===== config.mk =====
export PLATFORM = sky130hd
export DESIGN_NAME = usbclk_seq
export DESIGN_NICKNAME = d
export VERILOG_FILES = /design/src/rtl/usbclk_pkg.sv /design/src/rtl/usbclk_usecnt.sv /design/src/rtl/usbclk_waittimer.sv /design/src/rtl/usbclk_seq.sv
export SDC_FILE = /design/constraint.sdc
export NUM_CORES = 1
export LEC_CHECK = 0
export ABC_CLOCK_PERIOD_IN_PS = 15900
export BUFFER_PORTS_ARGS = -buffer_cell sky130_fd_sc_hd__buf_4
export CAP_MARGIN = 10
export CORE_ASPECT_RATIO = 1.1
export CORE_MARGIN = 5
export CORE_UTILIZATION = 65
export CTS_BUF_LIST = sky130_fd_sc_hd__clkbuf_4 sky130_fd_sc_hd__clkbuf_8 sky130_fd_sc_hd__clkbuf_16
export CTS_CLUSTER_SIZE = 30
export DETAILED_ROUTE_END_ITERATION = 8
export GPL_TIMING_DRIVEN = 0
export PLACE_DENSITY = 0.9
export SLEW_MARGIN = 5
export SYNTH_ARGS = -nofsm -noshare
export SYNTH_HDL_FRONTEND = slang
export SYNTH_HIERARCHICAL = 1
export SYNTH_SLANG_ARGS = --single-unit

===== constraint.sdc =====
create_clock -name clk -period 15.9 [get_ports clk]
set_clock_uncertainty 0.05 [all_clocks]
set_input_delay 2.385 -clock clk [delete_from_list [all_inputs] [get_ports clk]]
set_output_delay 2.385 -clock clk [all_outputs]
set_load 0.01 [all_outputs]

===== src/rtl/usbclk_pkg.sv =====
package usbclk_pkg;

   localparam int unsigned HDIV_W = 4;
   localparam longint unsigned NS_PER_S = 64'd1_000_000_000;
   localparam longint unsigned HDIV_STEP_HZ = 64'd130_000_000;

   // Steps are ordered: output decode relies on comparisons of this order.
   typedef enum logic [4:0] {
      S_IDLE,
      S_IFEN,
      S_RSTALL,
      S_HDIV_LD,
      S_HDIV_EN,
      S_HDIV_REL,
      S_POR_HOLD,
      S_PHYCLK_WAIT,
      S_TEST_PULSE,
      S_TEST_GAP,
      S_FSDIV_REL,
      S_FSDIV_EN,
      S_PORT_REL,
      S_HOST_REL,
      S_TUNE,
      S_READY
   } seq_st_t;

   // Wait length in cycles, rounded up, never below one cycle.
   function automatic int unsigned ns_to_cyc(input longint unsigned hz,
                                             input longint unsigned ns);
      longint unsigned c;
      c = (hz * ns + NS_PER_S - 64'd1) / NS_PER_S;
      if (c == 64'd0) c = 64'd1;
      return c[31:0];
   endfunction

   // Non-linear quotient map for the host-clock divider.
   function automatic logic [HDIV_W-1:0] hdiv_pick(input longint unsigned hz);
      longint unsigned q;
      q = hz / HDIV_STEP_HZ;
      if (q == 64'd0)       return 4'd1;
      else if (q <= 64'd4)  return q[HDIV_W-1:0];
      else if (q == 64'd5)  return 4'd4;
      else if (q <= 64'd7)  return 4'd6;
      else if (q <= 64'd11) return 4'd8;
      else                  return 4'd12;
   endfunction

   function automatic int unsigned max2(input int unsigned a, input int unsigned b);
      return (a > b) ? a : b;
   endfunction

endpackage


===== src/rtl/usbclk_usecnt.sv =====
module usbclk_usecnt #(
   parameter int unsigned USE_W = 4
) (
   input  logic clk,
   input  logic rst_n,
   input  logic start_req,
   input  logic stop_req,
   output logic launch,
   output logic drop
);

   generate
      if (USE_W < 1) begin : g_bad_w
         $error("usbclk_usecnt: USE_W must be at least 1");
      end
   endgenerate

   logic [USE_W-1:0] cnt_q;
   logic             inc;
   logic             dec;

   // A start and a stop in the same cycle cancel out.
   assign inc    = start_req & ~stop_req;
   assign dec    = stop_req & ~start_req & (cnt_q != '0);
   assign launch = inc & (cnt_q == '0);
   assign drop   = dec & (cnt_q == USE_W'(1));

   always_ff @(posedge clk or negedge rst_n) begin
      if (!rst_n)   cnt_q <= '0;
      else if (inc) cnt_q <= cnt_q + USE_W'(1);
      else if (dec) cnt_q <= cnt_q - USE_W'(1);
   end

   AST_USE_NO_OVERFLOW: assert property (@(posedge clk) disable iff (!rst_n)
      inc |-> (cnt_q != '1));
   AST_USE_STOP_AT_ZERO: assert property (@(posedge clk) disable iff (!rst_n)
      (stop_req && !start_req && cnt_q == '0) |=> (cnt_q == '0));

endmodule


===== src/rtl/usbclk_waittimer.sv =====
module usbclk_waittimer #(
   parameter int unsigned CNT_W = 8
) (
   input  logic             clk,
   input  logic             rst_n,
   input  logic             restart,
   input  logic [CNT_W-1:0] limit,
   output logic             expired
);

   generate
      if (CNT_W < 1) begin : g_bad_w
         $error("usbclk_waittimer: CNT_W must be at least 1");
      end
   endgenerate

   logic [CNT_W-1:0] cnt_q;

   assign expired = (cnt_q == limit - CNT_W'(1));

   always_ff @(posedge clk or negedge rst_n) begin
      if (!rst_n)        cnt_q <= '0;
      else if (restart)  cnt_q <= '0;
      else if (!expired) cnt_q <= cnt_q + CNT_W'(1);
   end

   AST_WAIT_BOUND: assert property (@(posedge clk) disable iff (!rst_n)
      (limit != '0) |-> (cnt_q < limit));

endmodule


===== src/rtl/usbclk_seq.sv =====
module usbclk_seq
   import usbclk_pkg::*;
#(
   parameter longint unsigned IO_CLK_HZ     = 64'd1_000_000_000,
   parameter int unsigned USE_W             = 4,
   parameter int unsigned N_PORTS           = 2,
   parameter logic [3:0]  TUNE_VAL          = 4'd15,
   parameter int unsigned DIVRST_WAIT_CYC   = 64,
   parameter int unsigned PHYCLK_WAIT_CYC   = ns_to_cyc(IO_CLK_HZ, 64'd1_000_000),
   parameter int unsigned TEST_HOLD_CYC     = ns_to_cyc(IO_CLK_HZ, 64'd10),
   parameter int unsigned TEST_GAP_CYC      = ns_to_cyc(IO_CLK_HZ, 64'd20),
   parameter int unsigned PORT_WAIT_CYC     = ns_to_cyc(IO_CLK_HZ, 64'd1_000),
   localparam int unsigned PORT_W           = (N_PORTS > 1) ? $clog2(N_PORTS) : 1
) (
   input  logic              clk,
   input  logic              rst_n,
   input  logic              start_req,
   input  logic              stop_req,
   output logic              if_clk_en,
   output logic              phy_por,
   output logic              phy_port_rst_n,
   output logic              host_rst_n,
   output logic              hdiv_en,
   output logic              hdiv_rst_n,
   output logic              fsdiv_en,
   output logic              fsdiv_rst_n,
   output logic [HDIV_W-1:0] hdiv_sel,
   output logic              phy_test_rst,
   output logic              tune_we,
   output logic [PORT_W-1:0] tune_port,
   output logic [3:0]        tune_val,
   output logic              busy,
   output logic              ready
);

   localparam logic [HDIV_W-1:0] HDIV_VAL = hdiv_pick(IO_CLK_HZ);
   localparam int unsigned MAX_WAIT =
      max2(max2(max2(DIVRST_WAIT_CYC, PHYCLK_WAIT_CYC), max2(TEST_HOLD_CYC, TEST_GAP_CYC)),
           PORT_WAIT_CYC);
   localparam int unsigned CNT_W = $clog2(MAX_WAIT + 1);

   generate
      if (IO_CLK_HZ == 64'd0) begin : g_bad_hz
         $error("usbclk_seq: IO_CLK_HZ must be nonzero");
      end
      if (N_PORTS < 1) begin : g_bad_ports
         $error("usbclk_seq: N_PORTS must be at least 1");
      end
      if (DIVRST_WAIT_CYC < 1 || PHYCLK_WAIT_CYC < 1 || TEST_HOLD_CYC < 1 ||
          TEST_GAP_CYC < 1 || PORT_WAIT_CYC < 1) begin : g_bad_wait
         $error("usbclk_seq: every wait must be at least one cycle");
      end
   endgenerate

   seq_st_t          st_q, st_d;
   logic             launch, drop;
   logic             expired, restart;
   logic [CNT_W-1:0] wait_lim;
   logic             tune_last;
   logic [PORT_W-1:0] tune_idx;

   usbclk_usecnt #(.USE_W(USE_W)) u_use (
      .clk       (clk),
      .rst_n     (rst_n),
      .start_req (start_req),
      .stop_req  (stop_req),
      .launch    (launch),
      .drop      (drop)
   );

   // One shared counter times whichever wait the current step needs.
   always_comb begin
      unique case (st_q)
         S_POR_HOLD:    wait_lim = CNT_W'(DIVRST_WAIT_CYC);
         S_PHYCLK_WAIT: wait_lim = CNT_W'(PHYCLK_WAIT_CYC);
         S_TEST_PULSE:  wait_lim = CNT_W'(TEST_HOLD_CYC);
         S_TEST_GAP:    wait_lim = CNT_W'(TEST_GAP_CYC);
         S_FSDIV_EN:    wait_lim = CNT_W'(DIVRST_WAIT_CYC);
         S_PORT_REL:    wait_lim = CNT_W'(PORT_WAIT_CYC);
         default:       wait_lim = CNT_W'(1);
      endcase
   end

   usbclk_waittimer #(.CNT_W(CNT_W)) u_wait (
      .clk     (clk),
      .rst_n   (rst_n),
      .restart (restart),
      .limit   (wait_lim),
      .expired (expired)
   );

   always_comb begin
      st_d = st_q;
      if (drop) begin
         st_d = S_IDLE;
      end else begin
         unique case (st_q)
            S_IDLE:        if (launch) st_d = S_IFEN;
            S_IFEN:        st_d = S_RSTALL;
            S_RSTALL:      st_d = S_HDIV_LD;
            S_HDIV_LD:     st_d = S_HDIV_EN;
            S_HDIV_EN:     st_d = S_HDIV_REL;
            S_HDIV_REL:    st_d = S_POR_HOLD;
            S_POR_HOLD:    if (expired) st_d = S_PHYCLK_WAIT;
            S_PHYCLK_WAIT: if (expired) st_d = S_TEST_PULSE;
            S_TEST_PULSE:  if (expired) st_d = S_TEST_GAP;
            S_TEST_GAP:    if (expired) st_d = S_FSDIV_REL;
            S_FSDIV_REL:   st_d = S_FSDIV_EN;
            S_FSDIV_EN:    if (expired) st_d = S_PORT_REL;
            S_PORT_REL:    if (expired) st_d = S_HOST_REL;
            S_HOST_REL:    st_d = S_TUNE;
            S_TUNE:        if (tune_last) st_d = S_READY;
            S_READY:       st_d = S_READY;
            default:       st_d = S_IDLE;
         endcase
      end
   end

   assign restart = (st_d != st_q);

   always_ff @(posedge clk or negedge rst_n) begin
      if (!rst_n) st_q <= S_IDLE;
      else        st_q <= st_d;
   end

   // Port walk for the tune writes; a single port needs no index register.
   generate
      if (N_PORTS > 1) begin : g_multi_port
         logic [PORT_W-1:0] idx_q;
         always_ff @(posedge clk or negedge rst_n) begin
            if (!rst_n)                                  idx_q <= '0;
            else if (st_q == S_TUNE && st_d == S_TUNE)   idx_q <= idx_q + PORT_W'(1);
            else                                         idx_q <= '0;
         end
         assign tune_idx  = idx_q;
         assign tune_last = (idx_q == PORT_W'(N_PORTS - 1));
      end else begin : g_single_port
         assign tune_idx  = '0;
         assign tune_last = 1'b1;
      end
   endgenerate

   // Controls accumulate as the step order advances.
   assign if_clk_en      = (st_q != S_IDLE);
   assign phy_por        = (st_q >= S_RSTALL) && (st_q <= S_POR_HOLD);
   assign hdiv_sel       = (st_q >= S_HDIV_LD) ? HDIV_VAL : '0;
   assign hdiv_en        = (st_q >= S_HDIV_EN);
   assign hdiv_rst_n     = (st_q >= S_HDIV_REL);
   assign phy_test_rst   = (st_q == S_TEST_PULSE);
   assign fsdiv_rst_n    = (st_q >= S_FSDIV_REL);
   assign fsdiv_en       = (st_q >= S_FSDIV_EN);
   assign phy_port_rst_n = (st_q >= S_PORT_REL);
   assign host_rst_n     = (st_q >= S_HOST_REL);
   assign tune_we        = (st_q == S_TUNE);
   assign tune_port      = tune_we ? tune_idx : '0;
   assign tune_val       = tune_we ? TUNE_VAL : 4'd0;
   assign busy           = (st_q != S_IDLE) && (st_q != S_READY);
   assign ready          = (st_q == S_READY);

   AST_HOST_AFTER_POR: assert property (@(posedge clk) disable iff (!rst_n)
      host_rst_n |-> !phy_por);
   AST_TEST_WINDOW: assert property (@(posedge clk) disable iff (!rst_n)
      phy_test_rst |-> (!phy_por && hdiv_rst_n && !fsdiv_rst_n));
   AST_RDY_BUSY_EXCL: assert property (@(posedge clk) disable iff (!rst_n)
      !(ready && busy));
   AST_TUNE_ORDER: assert property (@(posedge clk) disable iff (!rst_n)
      (tune_we && tune_port != '0) |-> $past(tune_we));
   AST_READY_AFTER_LAST: assert property (@(posedge clk) disable iff (!rst_n)
      $rose(ready) |-> $past(tune_we && tune_last));
   AST_DROP_CLEARS: assert property (@(posedge clk) disable iff (!rst_n)
      drop |=> (!if_clk_en && !busy && !ready));
   AST_HSEL_HELD: assert property (@(posedge clk) disable iff (!rst_n)
      hdiv_en |-> $stable(hdiv_sel));

endmodule


==> results of run 1 <==
==> cell type report <==
cell class              count  area [um2]  area share
clock inverters             1        5.00     0.00150
well taps                  54        67.6      0.0203
plain buffers              26         180      0.0541
flip-flops and latches     30         751       0.225
clock buffers               7        90.1      0.0270
multi-input cells         306        2010       0.604
inverters                  13        48.8      0.0146
repair buffers             23         176      0.0529
==> final timing paths <==
path                               startpoint            endpoint  slack, ns  cells past startpoint
hold reg to reg            g_multi_port.idx_q  g_multi_port.idx_q       0.53                      1
setup reg to reg                      st_q[3]     u_wait/cnt_q[2]       9.84                     19
min in group asynchronous               rst_n             st_q[2]       1.97                      1
hold / removal             g_multi_port.idx_q  g_multi_port.idx_q       0.53                      1
max in group asynchronous               rst_n      u_use/cnt_q[2]      13.54                      1
setup / recovery                      st_q[3]     u_wait/cnt_q[2]       9.84                     19
==> worst max-delay path: stages (launching register included) <==
cell      delay, ns
dfrtp_1        0.37
buf_6          0.14
or2b_1         0.28
or2_2          0.29
a21o_1         0.25
or4_1          0.67
nor4_2         0.47
mux2_1         0.37
a31oi_1        0.18
o211ai_2       0.15
nor3_2         0.36
buf_2          0.29
buf_2          0.33
nand2b_1       0.22
a21oi_1        0.10
o21ba_2        0.21
o221ai_2       0.24
clkbuf_1       0.38
clkbuf_1       0.46
nor2_1         0.10
==> sequential cells by signal, summed over array words and instances, names as in the netlist <==
register	count
st_q	5
u_use/cnt_q	4
u_wait/cnt_q	20
g_multi_port.idx_q	1
==> logic make-up (layout without fill, tap and decap cells) <==
family                     Yosys count  after routing  synth area share
adders and majority gates            7              7            0.0293
AOI/OAI and AO/OA                   84             84             0.202
DFF                                 30             30             0.258
muxes                                6              6            0.0220
other                                1             23           0.00129
xor gates and xnor gates            24             24            0.0724
and+or+nand+nor                    162            162             0.336
buffers and inverters               39             70            0.0788
==> synth_stat cells, drive strengths merged, types with 2 or more instances <==
cell type | count | share of area
nor3 | 13 | 0.028
o31ai | 10 | 0.026
nand2b | 9 | 0.019
nor2b | 7 | 0.015
nor2 | 25 | 0.032
or3 | 14 | 0.030
o221ai | 3 | 0.011
xnor2 | 13 | 0.039
nand4 | 4 | 0.011
or3b | 3 | 0.0090
clkbuf | 7 | 0.0090
nand3 | 19 | 0.033
nand3b | 3 | 0.0078
o21ai | 15 | 0.026
or2 | 5 | 0.011
and2 | 4 | 0.0086
a21oi | 22 | 0.038
and4 | 2 | 0.0060
buf | 19 | 0.053
dfrtp | 30 | 0.26
a211o | 2 | 0.0060
a31oi | 5 | 0.011
o211ai | 6 | 0.019
o21ba | 2 | 0.0069
inv | 13 | 0.017
a21boi | 2 | 0.0065
xor2 | 11 | 0.033
nor3b | 2 | 0.0052
and3 | 5 | 0.011
nand2 | 19 | 0.025
or4 | 11 | 0.031
mux2i | 3 | 0.010
ha | 6 | 0.026
nor4b | 3 | 0.0090
mux2 | 3 | 0.012
nor4 | 11 | 0.036
==> per-layer routing <==
layer  track usage  vias up
li1              -     1392
met1         0.310     1322
met2         0.457      131
met3        0.0526       26
met4        0.0888        0
met5             0        -
==> through the flow <==
step	cell area (um2)	util	power (mW)
after floorplan	2990	-	0.183
after global placement	3220	0.746	0.209
after detailed placement	3240	0.750	0.213
after CTS	3330	0.772	0.279
after global routing	3330	0.772	0.299
final	3330	0.772	0.279
==> power groups by stage <==
stage	sequential [mW]	combinational [mW]	clock (mW)
4_1_cts	0.100	0.112	0.0668
3_3_place_gp	0.101	0.108	0
2_1_floorplan	0.0980	0.0854	0
5_1_grt	0.102	0.126	0.0707
3_5_place_dp	0.102	0.112	0
6_report	0.100	0.113	0.0662
==> reports/results.txt, run 1 <==
root buffer cell = clkbuf_8
Seq/Total Area, Yosys = 0.258
WHS = 0.530 ns
Via-to-Cell Ratio = 6.24
Top Metal Used = met4
met2 wire len = 3.57 mm
largest fanout on the critical path = 16
Lkg Pwr = 1.37 nW
Initial DRT Pass Iterations = 5
critical path class = register to register
flops & latches, synth = 30
GP Congestion = 0.944
wire length per cell = 15.5 um
I/O pins = 25
RSZ-0062 raised after global routing = no
final WL = 7.11 mm
status = finished, final reports clean
DIE AREA = 5910 um2
Comb pwr share = 0.404
Row Count = 25
# clock sinks = 30
Pins Over Slew Limit = 0
TNS Setup = 0 ns
most common cell after layout, fill and taps aside = buf_4
HP Class = register to register
gr ovfl total = 0
H-tree depth = 2
ant diodes = 0
die width = 73.7 um
fmax = 0.165 GHz
Post-synth top flop = dfrtp_1
met1 wire length = 2.86 mm
Final setup viols = 0
Die Ht = 80.1 um
largest net degree at the start of global routing = 31
final cell count without fillers = 460
Residual DRC = 0
Core Box Area = 4320 um2
Slew @ Worst Pin = 0.973 ns
port buffer count = 22
worst vdd ir = 0.0000886 V
Worst-path clk slew = 0.06 ns
initial antenna violation count = 0
clock buffer depth = 2
quantity of gates resized following cts = 0
initial DRC count = 325
initial core utilization = 0.673
Pint = 0.170 mW
# fillers = 341
final net count = 415
asr flop ratio synth = 1.00
P&R area growth vs syn = 14.7%
fin crit period = 6.06 ns
All-Layer GR Usage = 0.260
min setup slack post-route = 9.84 ns
Post-CTS Hold Fix Bufs = 0
Post-CTS Repair Setup Buffers = 0
total CTS buffers = 5
TritonCTS clock tree = yes
post-route ant nets = 0
most frequent cells in the layout = buf_4, dfrtp_1, nor2_1
synth warn = 6
Switching Fraction = 0.390
Power Density = 83.8 nW/um2
clock group share of total power = 0.237
Critical Path RT = 16.00 ns
first-pass GRT wire length = 12.1 mm
pre-CTS setup slack = 9.93 ns
unique cell type count in the Yosys netlist = 73
Flop pwr share = 0.359
Placed Cells = 452
dpl hpwl = 5.30 mm
Via Count = 2871
headroom to the max-slew limit = 0.346
Final Hold Fails = 0
Netlist Area Pre-Place = 2910 um2
number of global-route vias before repair = 2632
metal3 WL = 450 um
crit share post-route = 0.381
clk_lat worst skew = 0.29 ns
Avg Synthesized Cell Area = 8.23 um2
CP endpoint kind = register
Syn Inst Count = 353
P_sw = 0.109 mW
Worst Path Arrival = 6.16 ns
Post-synth EDFFs = 0
fraction of layout cells with a size suffix above 1 = 0.177
startpoint types = register
maxcap violations = 0
No activity file was read; power rests on OpenSTA's default activity.
==> run 2: changes to the inputs <==
Settings changed: ABC_CLOCK_PERIOD_IN_PS 15900 to 4800, CORE_UTILIZATION 65 to 55, PLACE_DENSITY 0.9 to 0.81.
Clock period 15.9 ns to 4.8 ns, I/O delays scaled along.
==> reports/results.txt, run 2 (synthesized netlist as in run 1, its figures left out) <==
number of global-route vias before repair = 2621
CP endpoint kind = register
port buffer count = 22
clock group share of total power = 0.244
Die Ht = 86.2 um
Largest register FFs = 20
P_sw = 0.381 mW
Flop pwr share = 0.329
# clock sinks = 30
Critical Path RT = 4.91 ns
fin crit period = 4.62 ns
Worst R2R End = u_wait/cnt_q[14]
clock buffer depth = 2
Residual DRC = 0
I/O pins = 25
Switching Fraction = 0.377
largest registers = u_wait/cnt_q x20, st_q x5, u_use/cnt_q x4
worst vdd ir = 0.000255 V
dpl hpwl = 5.36 mm
Power Density = 282 nW/um2
gr ovfl total = 0
initial core utilization = 0.573
Comb pwr share = 0.427
Finished Cell Area = 3590 um2
maxcap violations = 0
final WL = 7.52 mm
Via Count = 2911
final cell count without fillers = 472
total power = 1.01 mW
All-Layer GR Usage = 0.224
TritonCTS clock tree = yes
GP Congestion = 0.881
P&R area growth vs syn = 23.6%
Via-to-Cell Ratio = 6.17
most common cell after layout, fill and taps aside = buf_4
Core Box Area = 5070 um2
Post-CTS Hold Fix Bufs = 0
ant diodes = 0
Placed Cells = 456
Initial DRT Pass Iterations = 5
largest register by flop count = u_wait/cnt_q
DIE AREA = 6840 um2
status = finished, final reports clean
H-tree depth = 2
first-pass GRT wire length = 12.2 mm
Pins Over Slew Limit = 0
total CTS buffers = 5
Final setup viols = 0
Final Hold Fails = 0
DP Area = 3270 um2
Lkg Pwr = 1.46 nW
startpoint types = register
HP Class = input pin to async pin
Row Count = 27
largest net degree at the start of global routing = 31
Slew @ Worst Pin = 0.851 ns
root buffer cell = clkbuf_8
R2R setup slack = 0.18 ns
initial DRC count = 235
largest fanout on the critical path = 13
critical path class = register to register
wire length per cell = 15.9 um
Worst R2R Path Depth = 18
initial antenna violation count = 0
clk_lat worst skew = 0.29 ns
most frequent cells in the layout = buf_4, dfrtp_1, nor2_1
Pint = 0.631 mW
reg2reg start = st_q[2]
final net count = 423
crit share post-route = 0.963
Worst-path clk slew = 0.07 ns
Worst Path Arrival = 4.74 ns
post-route ant nets = 0
Critical path origin = st_q[2]
die width = 79.3 um
headroom to the max-slew limit = 0.430
fraction of layout cells with a size suffix above 1 = 0.249
fmax = 0.216 GHz
[run 2: cell count changes in the layout (fill, tap and decap cells not counted), sizes merged]
| cell | before | now |
|---|---|---|
| buf | 42 | 50 |
| bufbuf | 0 | 1 |
| clkinv | 1 | 0 |
[run 2: layout make-up]
cell class / instances / area [um2]
Fill cell: 394 / 1480
Clock buffer: 8 / 110
Inverter: 13 / 48.8
Timing Repair Buffer: 33 / 277
Sequential cell: 30 / 751
Buffer: 24 / 201
Tap cell: 58 / 72.6
Multi-Input combinational cell: 306 / 2130
[run 2: stage by stage]
step	hold slack [ns]	util	setup WS, ns	setup TNS, ns
floorplan	0.374	-	0.00664	0
global route	0.335	0.709	-0.0243	-0.0243
global placement	0.504	0.643	-0.618	-9.92
finish	0.309	0.709	0.175	0
detailed placement	0.508	0.645	-0.655	-10.20
CTS	0.319	0.687	0.00754	0
[run 2: layer usage]
layer  global-route usage  part of all wire  vias to the layer above
met2                0.399              0.52                      107
met1                0.266              0.41                     1384
met5                    0                 0                        -
met3               0.0364             0.052                       20
met4               0.0938             0.020                        0
li1                     -                 -                     1400
[run 2: worst max path at each step]
stage                       end  slack, ns  depth (start not counted)
6_report       u_wait/cnt_q[14]       0.18                         18
3_3_place_gp    u_wait/cnt_q[1]      -0.62                         21
3_5_place_dp   u_wait/cnt_q[14]      -0.65                         21
5_1_grt        u_wait/cnt_q[14]      -0.02                         18
2_1_floorplan  u_wait/cnt_q[14]      0.007                         19
4_1_cts        u_wait/cnt_q[14]      0.008                         18
[run 2: critical path, stage by stage (launching register included)]
cell      delay [ns]
dfrtp_1         0.40
buf_4           0.18
buf_4           0.17
and3_4          0.23
or2_4           0.29
or4_4           0.48
or4_4           0.57
mux2i_1         0.14
a22oi_1         0.22
nand4_2         0.15
nor3_4          0.29
buf_12          0.15
mux2i_1         0.10
nor4_2          0.25
a21oi_2         0.09
o221ai_2        0.21
clkbuf_8        0.18
nor2_1          0.03
mux2_1          0.30
[run 2: what timing repair did]
| action | in CTS | in global routing |
|---|---|---|
| resized for setup | 11 | 19 |
| setup buffers | 3 | 6 |
| endpoints found under the setup margin | 20 | 20 |
| gates cloned | 1 | 0 |
| pin swaps | 3 | 8 |
[run 2: power by group through the flow]
stage                     combinational (mW)  sequential [mW]  clock (mW)
after global placement                 0.382            0.335           0
after CTS                              0.404            0.332       0.252
after floorplan                        0.299            0.325           0
after detailed placement               0.391            0.336           0
after global routing                   0.483            0.340       0.265
final                                  0.432            0.333       0.247
==> run 3: changes to the inputs <==
Settings changed: BUFFER_PORTS_ARGS -buffer_cell sky130_fd_sc_hd__buf_4 to -buffer_cell sky130_fd_sc_hd__buf_2.
==> reports/results.txt, run 3 (synthesized netlist as in run 1, its figures left out) <==
GP Congestion = 0.869
critical path class = register to register
Multi-input gate area = 2160 um2
largest registers = u_wait/cnt_q x20, st_q x5, u_use/cnt_q x4
Comb pwr share = 0.441
Flop pwr share = 0.340
first-pass GRT wire length = 12.1 mm
register area = 751 um2
Pint = 0.602 mW
gr ovfl total = 0
Switching Fraction = 0.388
R2R setup slack = 0.16 ns
Die Ht = 86.2 um
P&R area growth vs syn = 25.6%
fin crit period = 4.64 ns
min setup slack post-route = 0.165 ns
core utilization of the finished layout = 0.720
fmax = 0.216 GHz
Crit-path slowest cell = or4_4
post-route ant nets = 0
reg2reg start = st_q[3]
Post-CTS Hold Fix Bufs = 0
port buffer count = 22
fraction of layout cells with a size suffix above 1 = 0.276
largest register by flop count = u_wait/cnt_q
I/O pins = 25
ant diodes = 0
CP peak stage delay = 0.54 ns
final net count = 437
Via Count = 2956
Largest register FFs = 20
pre-CTS setup slack = -0.724 ns
largest fanout on the critical path = 7
root buffer cell = clkbuf_8
number of global-route vias before repair = 2618
final WL = 7.82 mm
# clock sinks = 30
Critical Path RT = 4.91 ns
Lkg Pwr = 1.54 nW
worst vdd ir = 0.000247 V
most frequent cells in the layout = buf_4, dfrtp_1, nor2_1
crit share post-route = 0.966
DIE AREA = 6840 um2
most common cell after layout, fill and taps aside = buf_4
initial antenna violation count = 0
# fillers = 390
die width = 79.3 um
H-tree depth = 2
clock group share of total power = 0.219
cells along the critical path = buf_6 -> or2b_4 -> or2_2 -> a21o_4 -> or4_4 -> nor4_4 -> mux2_4 -> a31oi_4 -> o211ai_2 -> nor3_4 -> buf_12 -> mux2i_2 -> nor4_1 -> a21oi_1 -> o221ai_2 -> clkbuf_8 -> nor2_1 -> mux2_1
Power Density = 270 nW/um2
clock buffer depth = 2
Top Family by Delay on Critical Path = simple AND/OR/NAND/NOR gates
initial core utilization = 0.573
WHS = 0.435 ns
Residual DRC = 0
Buf+Inv Stages, Crit Path = 3
Final setup viols = 0
TritonCTS clock tree = yes
headroom to the max-slew limit = 0.536
CP endpoint kind = register
Slew @ Worst Pin = 0.697 ns
initial DRC count = 165
Final Hold Fails = 0
Row Count = 27
Worst-path clk slew = 0.07 ns
Pins Over Slew Limit = 0
startpoint types = register
All-Layer GR Usage = 0.219
P_sw = 0.382 mW
dpl hpwl = 5.29 mm
Worst R2R End = u_wait/cnt_q[14]
clk_lat worst skew = 0.28 ns
maxcap violations = 0
total power = 0.984 mW
HP Class = input pin to async pin
largest net degree at the start of global routing = 31
Core Box Area = 5070 um2
Worst R2R Path Depth = 18
status = finished, final reports clean
Worst Path Arrival = 4.75 ns
Via-to-Cell Ratio = 6.08
total CTS buffers = 5
Initial DRT Pass Iterations = 5
wire length per cell = 16.1 um
[run 3: power groups by stage]
stage / combinational (mW) / sequential (mW) / clock, mW
3_5_place_dp: 0.389 / 0.338 / 0
3_3_place_gp: 0.374 / 0.334 / 0
5_1_grt: 0.478 / 0.340 / 0.233
2_1_floorplan: 0.299 / 0.325 / 0
6_report: 0.434 / 0.335 / 0.215
4_1_cts: 0.405 / 0.334 / 0.219
[run 3: repair_timing]
item                       in CTS  in global routing
gates resized for setup        11                 22
setup endpoints to repair      21                 13
cloned                          1                  0
buffers inserted                3                 20
pin swaps                       4                 11
[run 3: routing by layer]
metal | wire, um | track usage | share of wire | vias to the layer above
met5 | 0 | 0 | 0 | -
met4 | 119 | 0.0688 | 0.015 | 0
met3 | 336 | 0.0270 | 0.043 | 13
met2 | 4080 | 0.386 | 0.52 | 99
met1 | 3290 | 0.277 | 0.42 | 1413
li1 | - | - | - | 1431
[run 3: stage by stage]
| step | cell area (um2) | TNS, ns | instances |
|---|---|---|---|
| 5_1_grt | 3650 | -0.0877 | 486 |
| 6_report | 3650 | 0 | 486 |
| 3_5_place_dp | 3210 | -11.70 | 456 |
| 2_1_floorplan | 3020 | 0 | 375 |
| 4_1_cts | 3400 | 0 | 467 |
| 3_3_place_gp | 3200 | -9.88 | 455 |
[run 3: worst max path at each step]
stage | startpoint | to | slack [ns] | cells after the start
6_report | st_q[3] | u_wait/cnt_q[14] | 0.16 | 18
5_1_grt | st_q[3] | u_wait/cnt_q[14] | -0.06 | 21
4_1_cts | st_q[3] | u_wait/cnt_q[14] | 0.02 | 18
3_5_place_dp | st_q[3] | u_wait/cnt_q[1] | -0.72 | 21
3_3_place_gp | st_q[3] | u_wait/cnt_q[14] | -0.61 | 21
2_1_floorplan | st_q[2] | u_wait/cnt_q[14] | 0.007 | 19
[run 3: layout make-up]
| cell class | count | share of cell area |
|---|---|---|
| buffer | 24 | 0.0552 |
| sequential | 30 | 0.206 |
| tap | 58 | 0.0199 |
| clock inverter | 1 | 0.00137 |
| inverter | 13 | 0.0134 |
| clock buffer | 7 | 0.0247 |
| timing repair buffer | 47 | 0.0885 |
| multi-input combinational | 306 | 0.591 |
